[config.mk]
export PLATFORM = sky130hd
export DESIGN_NAME = slot_rst_seq
export DESIGN_NICKNAME = d
export VERILOG_FILES = /design/src/rtl/slot_rst_pkg.sv /design/src/rtl/slot_rst_ctl.sv /design/src/rtl/slot_rst_timer.sv /design/src/rtl/slot_rst_seq.sv
export SDC_FILE = /design/constraint.sdc
export NUM_CORES = 1
export LEC_CHECK = 0
export ABC_CLOCK_PERIOD_IN_PS = 2600
export BUFFER_PORTS_ARGS = -buffer_cell sky130_fd_sc_hd__buf_2
export CAP_MARGIN = 20
export CORE_AREA = 2 2 63 47
export CTS_CLUSTER_DIAMETER = 40
export DETAILED_ROUTE_END_ITERATION = 8
export DIE_AREA = 0 0 65 49
export GPL_TIMING_DRIVEN = 0
export PLACE_DENSITY = 0.79
export SLEW_MARGIN = 20
export SYNTH_ARGS = -nofsm -noshare
export SYNTH_HDL_FRONTEND = slang
export SYNTH_SLANG_ARGS = --single-unit
[constraint.sdc]
create_clock -name clk -period 2.6 [get_ports clk]
set_clock_uncertainty 0.1 [all_clocks]
set_input_delay 0.13 -clock clk [delete_from_list [all_inputs] [get_ports clk]]
set_output_delay 0.13 -clock clk [all_outputs]
set_load 0.02 [all_outputs]
[src/rtl/slot_rst_pkg.sv]
package slot_rst_pkg;
  typedef enum logic {
    SEL_OPTIONS = 1'b0,
    SEL_TUNING  = 1'b1
  } wr_sel_e;
endpackage

[src/rtl/slot_rst_ctl.sv]
module slot_rst_ctl
  import slot_rst_pkg::*;
#(
  parameter int DATA_W    = 32,
  parameter int SWRST_BIT = 12,
  parameter int TUNE_W    = 4,
  parameter int TUNE_LSB  = 0,
  parameter logic [TUNE_W-1:0] TUNE_INIT = '0
) (
  input  logic              clk,
  input  logic              sys_rst_n,
  input  logic              wr_en,
  input  wr_sel_e           wr_sel,
  input  logic [DATA_W-1:0] wr_data,
  output logic              sw_rst_q,
  output logic              retrig
);
  logic [TUNE_W-1:0] tune_q;
  logic [TUNE_W-1:0] tune_new;
  logic              opt_wr;
  logic              tune_wr;
  logic              unused_data;

  assign tune_new    = wr_data[TUNE_LSB +: TUNE_W];
  assign opt_wr      = wr_en && (wr_sel == SEL_OPTIONS);
  assign tune_wr     = wr_en && (wr_sel == SEL_TUNING);
  assign retrig      = tune_wr && (tune_new != tune_q);
  assign unused_data = ^wr_data;

  always_ff @(posedge clk or negedge sys_rst_n) begin
    if (!sys_rst_n) begin
      sw_rst_q <= 1'b0;
      tune_q   <= TUNE_INIT;
    end else begin
      if (opt_wr) sw_rst_q <= wr_data[SWRST_BIT];
      if (retrig) tune_q   <= tune_new;
    end
  end
endmodule

[src/rtl/slot_rst_timer.sv]
module slot_rst_timer #(
  parameter int HOLD_CYC = 16667
) (
  input  logic clk,
  input  logic sys_rst_n,
  input  logic retrig,
  output logic hold_on
);
  localparam int CNT_W = (HOLD_CYC > 1) ? $clog2(HOLD_CYC) : 1;
  localparam logic [CNT_W-1:0] LAST = CNT_W'(HOLD_CYC - 1);

  logic [CNT_W-1:0] cnt_q;
  logic             hold_q;

  always_ff @(posedge clk or negedge sys_rst_n) begin
    if (!sys_rst_n) begin
      cnt_q  <= '0;
      hold_q <= 1'b1;
    end else if (retrig) begin
      cnt_q  <= '0;
      hold_q <= 1'b1;
    end else if (hold_q) begin
      if (cnt_q == LAST) begin
        cnt_q  <= '0;
        hold_q <= 1'b0;
      end else begin
        cnt_q <= cnt_q + 1'b1;
      end
    end
  end

  assign hold_on = hold_q;
endmodule

[src/rtl/slot_rst_seq.sv]
module slot_rst_seq
  import slot_rst_pkg::*;
#(
  parameter int HOLD_CYC  = 16667,
  parameter int DATA_W    = 32,
  parameter int SWRST_BIT = 12,
  parameter int TUNE_W    = 4,
  parameter int TUNE_LSB  = 0,
  parameter logic [TUNE_W-1:0] TUNE_INIT = '0
) (
  input  logic              clk,
  input  logic              sys_rst_n,
  input  logic              wr_en,
  input  logic              wr_sel,
  input  logic [DATA_W-1:0] wr_data,
  output logic              slot_rst_n
);
  logic sw_rst_q;
  logic retrig;
  logic hold_on;
  logic rst_n_q;

  slot_rst_ctl #(
    .DATA_W(DATA_W), .SWRST_BIT(SWRST_BIT), .TUNE_W(TUNE_W),
    .TUNE_LSB(TUNE_LSB), .TUNE_INIT(TUNE_INIT)
  ) u_ctl (
    .clk(clk), .sys_rst_n(sys_rst_n), .wr_en(wr_en),
    .wr_sel(wr_sel_e'(wr_sel)), .wr_data(wr_data),
    .sw_rst_q(sw_rst_q), .retrig(retrig)
  );

  slot_rst_timer #(.HOLD_CYC(HOLD_CYC)) u_timer (
    .clk(clk), .sys_rst_n(sys_rst_n), .retrig(retrig), .hold_on(hold_on)
  );

  always_ff @(posedge clk or negedge sys_rst_n) begin
    if (!sys_rst_n) rst_n_q <= 1'b0;
    else            rst_n_q <= ~(hold_on | sw_rst_q);
  end

  assign slot_rst_n = rst_n_q;
endmodule

==> results of run 1 <==
## flip-flops by register name, summed over array words and instances (netlist names)
name / count
slot_rst_n: 1
u_timer.hold_on: 1
u_ctl.tune_q: 4
u_timer.cnt_q: 15
u_ctl.sw_rst_q: 1
## report_power, final
| group | total, uW | internal, uW | leakage (uW) | switching (uW) |
|---|---|---|---|---|
| Combinational | 151 | 76.9 | 0.000255 | 73.8 |
| Sequential | 446 | 384 | 0.000287 | 62.2 |
| Clock | 319 | 206 | 0.0000357 | 113 |
## layer usage
layer	track usage	vias up	part of all wire
met2	0.318	27	0.47
met3	0.0531	5	0.064
met1	0.252	490	0.46
met5	0	-	0
met4	0.0461	0	0.0093
li1	-	497	-
## how the worst max path moves through the flow
| stage | startpoint | endpoint | depth (start not counted) |
|---|---|---|---|
| final | u_timer.cnt_q[12]$_DFFE_PN0P_ | u_timer.cnt_q[8]$_DFFE_PN0P_ | 4 |
| after global routing | u_ctl.tune_q[0]$_DFFE_PN0P_ | u_timer.cnt_q[13]$_DFFE_PN0P_ | 4 |
| after CTS | u_timer.cnt_q[12]$_DFFE_PN0P_ | u_timer.cnt_q[8]$_DFFE_PN0P_ | 4 |
| after detailed placement | u_timer.cnt_q[12]$_DFFE_PN0P_ | u_timer.cnt_q[8]$_DFFE_PN0P_ | 4 |
| after global placement | u_timer.cnt_q[12]$_DFFE_PN0P_ | u_timer.cnt_q[9]$_DFFE_PN0P_ | 4 |
| after floorplan | u_timer.cnt_q[1]$_DFFE_PN0P_ | u_timer.cnt_q[14]$_DFFE_PN0P_ | 5 |
## kinds of logic (layout without fill, tap and decap cells)
family	Yosys count	count (layout)	share of synthesized area
DFF	22	22	0.446
AOI/OAI and AO/OA	28	28	0.152
xor gates and xnor gates	6	6	0.0425
adders and majority gates	2	2	0.0202
buffers and inverters	8	23	0.0384
muxes	5	5	0.0455
and+or+nand+nor	51	51	0.256
## critical path: cells and delay by family (launching register included)
kind	cells	cell delay, ns
AOI/OAI and AO/OA	2	0.46
DFF	1	0.43
and+or+nand+nor	2	1.16
## through the flow
| stage | std cells | instance area (um^2) | utilization | hold WS (ns) | setup slack (ns) |
|---|---|---|---|---|---|
| CTS | 173 | 1420 | 0.541 | 0.0155 | 0.355 |
| finish | 173 | 1420 | 0.541 | 0.0211 | 0.344 |
| detailed placement | 167 | 1330 | 0.506 | 0.0201 | 0.376 |
| floorplan | 122 | 1240 | - | -0.266 | 0.566 |
| global route | 173 | 1420 | 0.541 | 0.0244 | 0.242 |
| global placement | 167 | 1330 | 0.506 | 0.00661 | 0.444 |
## final cells by class
type | count | area share
sequential | 22 | 0.389
multi-input combinational | 92 | 0.450
inverter | 5 | 0.0132
clock buffer | 3 | 0.0291
tap | 36 | 0.0317
buffer | 3 | 0.0203
timing repair buffer | 11 | 0.0459
clock inverter | 1 | 0.0212
## timing repair
item                                    CTS  global route
hold buffers                              2             0
endpoints found under the hold margin    22             0
endpoints found under the setup margin    0             0
## cell usage in the layout, fill, tap and decap left out, types with 3 or more instances in the layout
cell type,count
a21oi_1,8
a32o_1,4
buf_2,9
clkbuf_8,4
dfrtp_1,21
inv_1,5
mux2_2,5
nand2_1,9
nand3_1,6
nor2_1,6
nor3_1,4
nor4_1,5
o21ai_0,7
or4_1,3
xnor2_1,5
==> results.md, run 1 <==
- First-pass GRT wire length: 4.74 mm
- Buffers on Ports: 9
- Clock root buffer: clkbuf_8
- Worst Path Class, Setup: reg -> reg
- Worst-Skew Late Latency: 0.27 ns
- CP startpoint kind: flip-flop
- Max-cap check violation count: 0
- Most numerous cell in the Yosys netlist: dfrtp_1
- Placeable Area: 2620 um^2
- Num CTS Buffers: 3
- Worst r2r path cells: 4
- DRC: 0
- Leak: 0.000578 uW
- Die area: 3190 um^2
- Post-synthesis register bit count: 22
- Synth warnings: 0
- EDFF count, synth: 0
- 1st-pass router iterations: 4
- RSZ-0062 raised after global routing: no
- Vias in the first global route: 1018
- Clock period minus worst slack: 2.26 ns
- Status: complete, no violations
- Multi-input gate area: 638 um^2
- Hold EP: u_ctl.tune_q[3]$_DFFE_PN0P_
- Final WL: 2.59 mm
- Fin crit share: 0.868
- H-tree Lvls: 1
- Synth async-reset ratio: 1.00
- Fill cell total of the finished layout: 240
- GRT overflow: 0
- Nets: 176
- Starting density of the core: 0.472
- Pwr per Cell Area: 645 nW/um^2
- HPWL after DPL: 1.92 mm
- Floorplan row count: 16
- Clock-pin slew on the worst setup and hold paths: about 0.080 ns
- Cts repair resizes: 0
- Worst endpoint data arrival time: roughly 2.3 ns
- Critical R2R Capture: u_timer.cnt_q[8]$_DFFE_PN0P_
- Seq/Total Area, Yosys: 0.446
- Critical Path RT: between 2 and 3 ns
- Post-synth top area share: 0.425
- Postcts setup bufs: 0
- Syn_nets: between 150 and 200
- Drt via density: 5.89
- Mapped Area: 1240 um^2
- Worst-Margin Slew: 0.881 ns
- Tot GR Track Use: 0.193
- Bufs on Longest Clock Path: 2
- Num Clock Sinks: 22
- Slowest CP cell: or4b_2
- GP Congestion: 0.920
- Routed vias: roughly 1000
- Max frequency: 0.443 GHz
- Slew Limit Headroom: 0.405
- Drt wl/cell: between 10 and 15 um
- Synth top cells by count: dfrtp_1 (21), nand2_1 (9), a21oi_1 (8)
- Ys flop type: dfrtp_1
- Hold Crit Class: in -> reg
- Maximum vdd drop: 0.000403 V
- Pins over their slew limit: 0
- Flop-to-flop setup slack: 0.34 ns
- Final setup vio count: 0
- Largest net degree at the start of global routing: 23
- Largest cells by area after synthesis: dfrtp_1 (42%), mux2_2 (4.6%), xnor2_1 (3.5%)
- Die X-Extent: approximately 65 um
- Gate Count Post-Synth: 122
- DRT iter0 DRCs: 66
- Avg Cell Area, Syn: approximately 10 um^2
- Crit-path cells: or4b_2, nor4_2, o21ai_0, a32o_1
- CTS tree: built
- Largest area contributor in the netlist: dfrtp_1
- Initial antenna violation count: 0
- # IOs: 37
- Register area: 552 um^2
- CP max stage delay: 0.69 ns
- Post-route ant nets: 0
- Die Ht: roughly 50 um
- Hold depth: 2
- Layout cell share with drive strength beyond 1: 0.204
- Tot Pwr: 916 uW
- Worst Setup End Kind: flip-flop
- Setup TNS: 0 ns
- CP max FO: 6
- Synth cell types: 41
- Reg-to-reg startpoint: u_timer.cnt_q[12]$_DFFE_PN0P_
- Final Hold Viols: 0
- Diode count: 0
- Worst Hold Launch: wr_data[3]
- Area growth syn-to-layout: 14.7%
(Power assumes the default switching activity.)
==> run 2, diff against run 1 <==
==> constraint.sdc (replaced) <==
create_clock -name clk -period 2.6 [get_ports clk]
set_clock_uncertainty 0.1 [all_clocks]
set_input_delay 0.39 -clock clk [delete_from_list [all_inputs] [get_ports clk]]
set_output_delay 0.39 -clock clk [all_outputs]
set_load 0.02 [all_outputs]
==> results.md, run 2 (synthesis gave the netlist of run 1 again) <==
- Num Clock Sinks: 22 (unchanged)
- Largest regs: u_timer.cnt_q: 15 flops, u_ctl.tune_q: 4 flops
- Max frequency: 0.444 GHz (about the same)
- Post-route setup slack: 0.346 ns (+0.00194 ns)
- Slew Limit Headroom: 0.410 (+0.00544)
- Commonest non-fill, non-tap cell in the layout: dfrtp_1
- Vias in the first global route: 1012 (-0.59%)
- Maximum vdd drop: 0.000403 V (about the same)
- Cts repair resizes: 0 (unchanged)
- Post-route ant nets: 0 (unchanged)
- Sw Share: 0.272 (about the same)
- Starting density of the core: 0.472 (unchanged)
- Max-cap check violation count: 0 (unchanged)
- Worst endpoint data arrival time: 2.31 ns (about the same)
- Clock-pin slew on the worst setup and hold paths: 0.08 ns (about the same)
- Diode count: 0 (unchanged)
- Drt wl/cell: 15.0 um (+0.15%)
- CP startpoint kind: flip-flop
- P_int: 666 uW (-0.16%)
- GRT overflow: 0 (unchanged)
- HPWL after DPL: 1.92 mm (unchanged)
- Worst-Skew Late Latency: 0.27 ns (about the same)
- Met1 GRT Util: 0.252 (unchanged)
- Clock share of power: 0.348 (about the same)
- Worst Setup End Kind: flip-flop
- Final setup vio count: 0 (unchanged)
- Floorplan row count: 16 (unchanged)
- Bufs on Longest Clock Path: 2 (unchanged)
- Clock root buffer: clkbuf_8
- # IOs: 37 (unchanged)
- Die Ht: 49 um (unchanged)
- Buffers on Ports: 9 (unchanged)
- Num CTS Buffers: 3 (unchanged)
- Sequential share of power: 0.488 (about the same)
- Grt peak-use layer: met2
- Pwr per Cell Area: 649 nW/um^2 (+0.58%)
- Met2 Resource Use GR: 0.314 (-0.00344)
- Layout cell share with drive strength beyond 1: 0.206 (+0.00150)
- Largest net degree at the start of global routing: 23 (unchanged)
- Die area: 3190 um^2 (unchanged)
- Multi-input gate area: 638 um^2 (unchanged)
- First-pass GRT wire length: 4.72 mm (-0.44%)
- Postcts setup bufs: 0 (unchanged)
- Placeable Area: 2620 um^2 (unchanged)
- Register area: 552 um^2 (unchanged)
- M3 GR Usage: 0.0531 (unchanged)
- Routed vias: 1022 (+0.29%)
- Worst Path Class, Setup: reg -> reg
- Area growth syn-to-layout: 13.9%
- Final Hold Viols: 0 (unchanged)
- GP Congestion: 0.920 (unchanged)
- RSZ-0062 raised after global routing: no
- Switching pwr: 249 uW (about the same)
- DRC: 0 (unchanged)
- Leak: 0.000574 uW (-0.72%)
- 1st-pass router iterations: 4 (unchanged)
- Logic gate share of total power: 0.163 (-0.002)
- Pre-CTS setup slack: 0.376 ns (unchanged)
- CTS tree: built
- Drt via density: 5.94 (+0.88%)
- H-tree Lvls: 1 (unchanged)
- Final WL: 2.58 mm (-0.42%)
- Initial antenna violation count: 0 (unchanged)
- CP max FO: 6 (unchanged)
- Worst-Margin Slew: 0.873 ns (-0.00806 ns)
- Setup TNS: 0 ns (unchanged)
- Nets: 175 (-0.57%)
- Most frequent cells in the layout: dfrtp_1 (21), nand2_1 (9), buf_2 (9)
- Fill cell total of the finished layout: 241 (+0.42%)
- Status: complete, no violations
- Fin crit share: 0.867 (about the same)
- Critical Path RT: 2.66 ns (about the same)
- Reg with most FFs: u_timer.cnt_q
- Pins over their slew limit: 0 (unchanged)
- Tot GR Track Use: 0.192 (-0.000986)
- Clock period minus worst slack: 2.25 ns (-0.00194 ns)
- Max FFs per register: 15 (unchanged)
- Die X-Extent: 65 um (unchanged)
- Hold Crit Class: in -> reg
- DRT iter0 DRCs: 61 (-7.6%)
## run 2: changes by cell type in the layout (fill, tap and decap cells not counted)
cell / before / now
dlygate4sd3_1: 2 / 1
## run 2: layer usage
metal / part of all wire / up-vias
li1: - / 494
met1: 0.45 / 492
met2: 0.47 / 31
met3: 0.067 / 5
met4: 0.0093 / 0
met5: 0 / -
## run 2: what timing repair did
action	CTS	global route
hold buffers	1	0
setup endpoints to repair	0	0
hold endpoints to repair	21	0
## run 2: final cells by class
cell class | count | share of cell area
clock buffer | 3 | 0.0293
inverter | 5 | 0.0133
buffer | 3 | 0.0204
tap | 36 | 0.0320
clock inverter | 1 | 0.0213
sequential | 22 | 0.392
multi-input combinational | 92 | 0.453
timing repair buffer | 10 | 0.0391
## run 2: final timing paths
check | start | endpoint | slack, ns | depth (start not counted)
min | wr_data[12] | u_ctl.sw_rst_q$_DFFE_PN0P_ | 0.25 | 2
min in group asynchronous | sys_rst_n | u_timer.cnt_q[1]$_DFFE_PN0P_ | 0.51 | 2
max | u_timer.cnt_q[12]$_DFFE_PN0P_ | u_timer.cnt_q[8]$_DFFE_PN0P_ | 0.35 | 4
max reg2reg | u_timer.cnt_q[12]$_DFFE_PN0P_ | u_timer.cnt_q[8]$_DFFE_PN0P_ | 0.35 | 4
min reg2reg | u_ctl.sw_rst_q$_DFFE_PN0P_ | slot_rst_n$_DFF_PN0_ | 0.33 | 1
max in group asynchronous | sys_rst_n | u_timer.hold_on$_DFF_PN1_ | 1.53 | 2
## run 2: power groups by stage
stage / registers [uW] / clock network (uW) / logic [uW]
CTS: 446 / 326 / 150
finish: 447 / 319 / 149
global route: 458 / 338 / 170
global placement: 448 / 0 / 140
floorplan: 436 / 0 / 113
detailed placement: 453 / 0 / 147
## run 2: critical path, stage by stage, from the launching register on
cell and delay, ns:
dfrtp_1 0.43, or4b_2 0.69, nor4_2 0.47, o21ai_0 0.18, a32o_1 0.28
## run 2: per-stage QoR
stage	hold WS (ns)	utilization	std cells	area, um^2	power, uW
floorplan	-0.00559	-	122	1240	549
global placement	0.267	0.506	167	1330	588
detailed placement	0.280	0.506	167	1330	600
CTS	0.244	0.537	172	1410	923
global route	0.248	0.537	172	1410	965
finish	0.251	0.537	172	1410	915
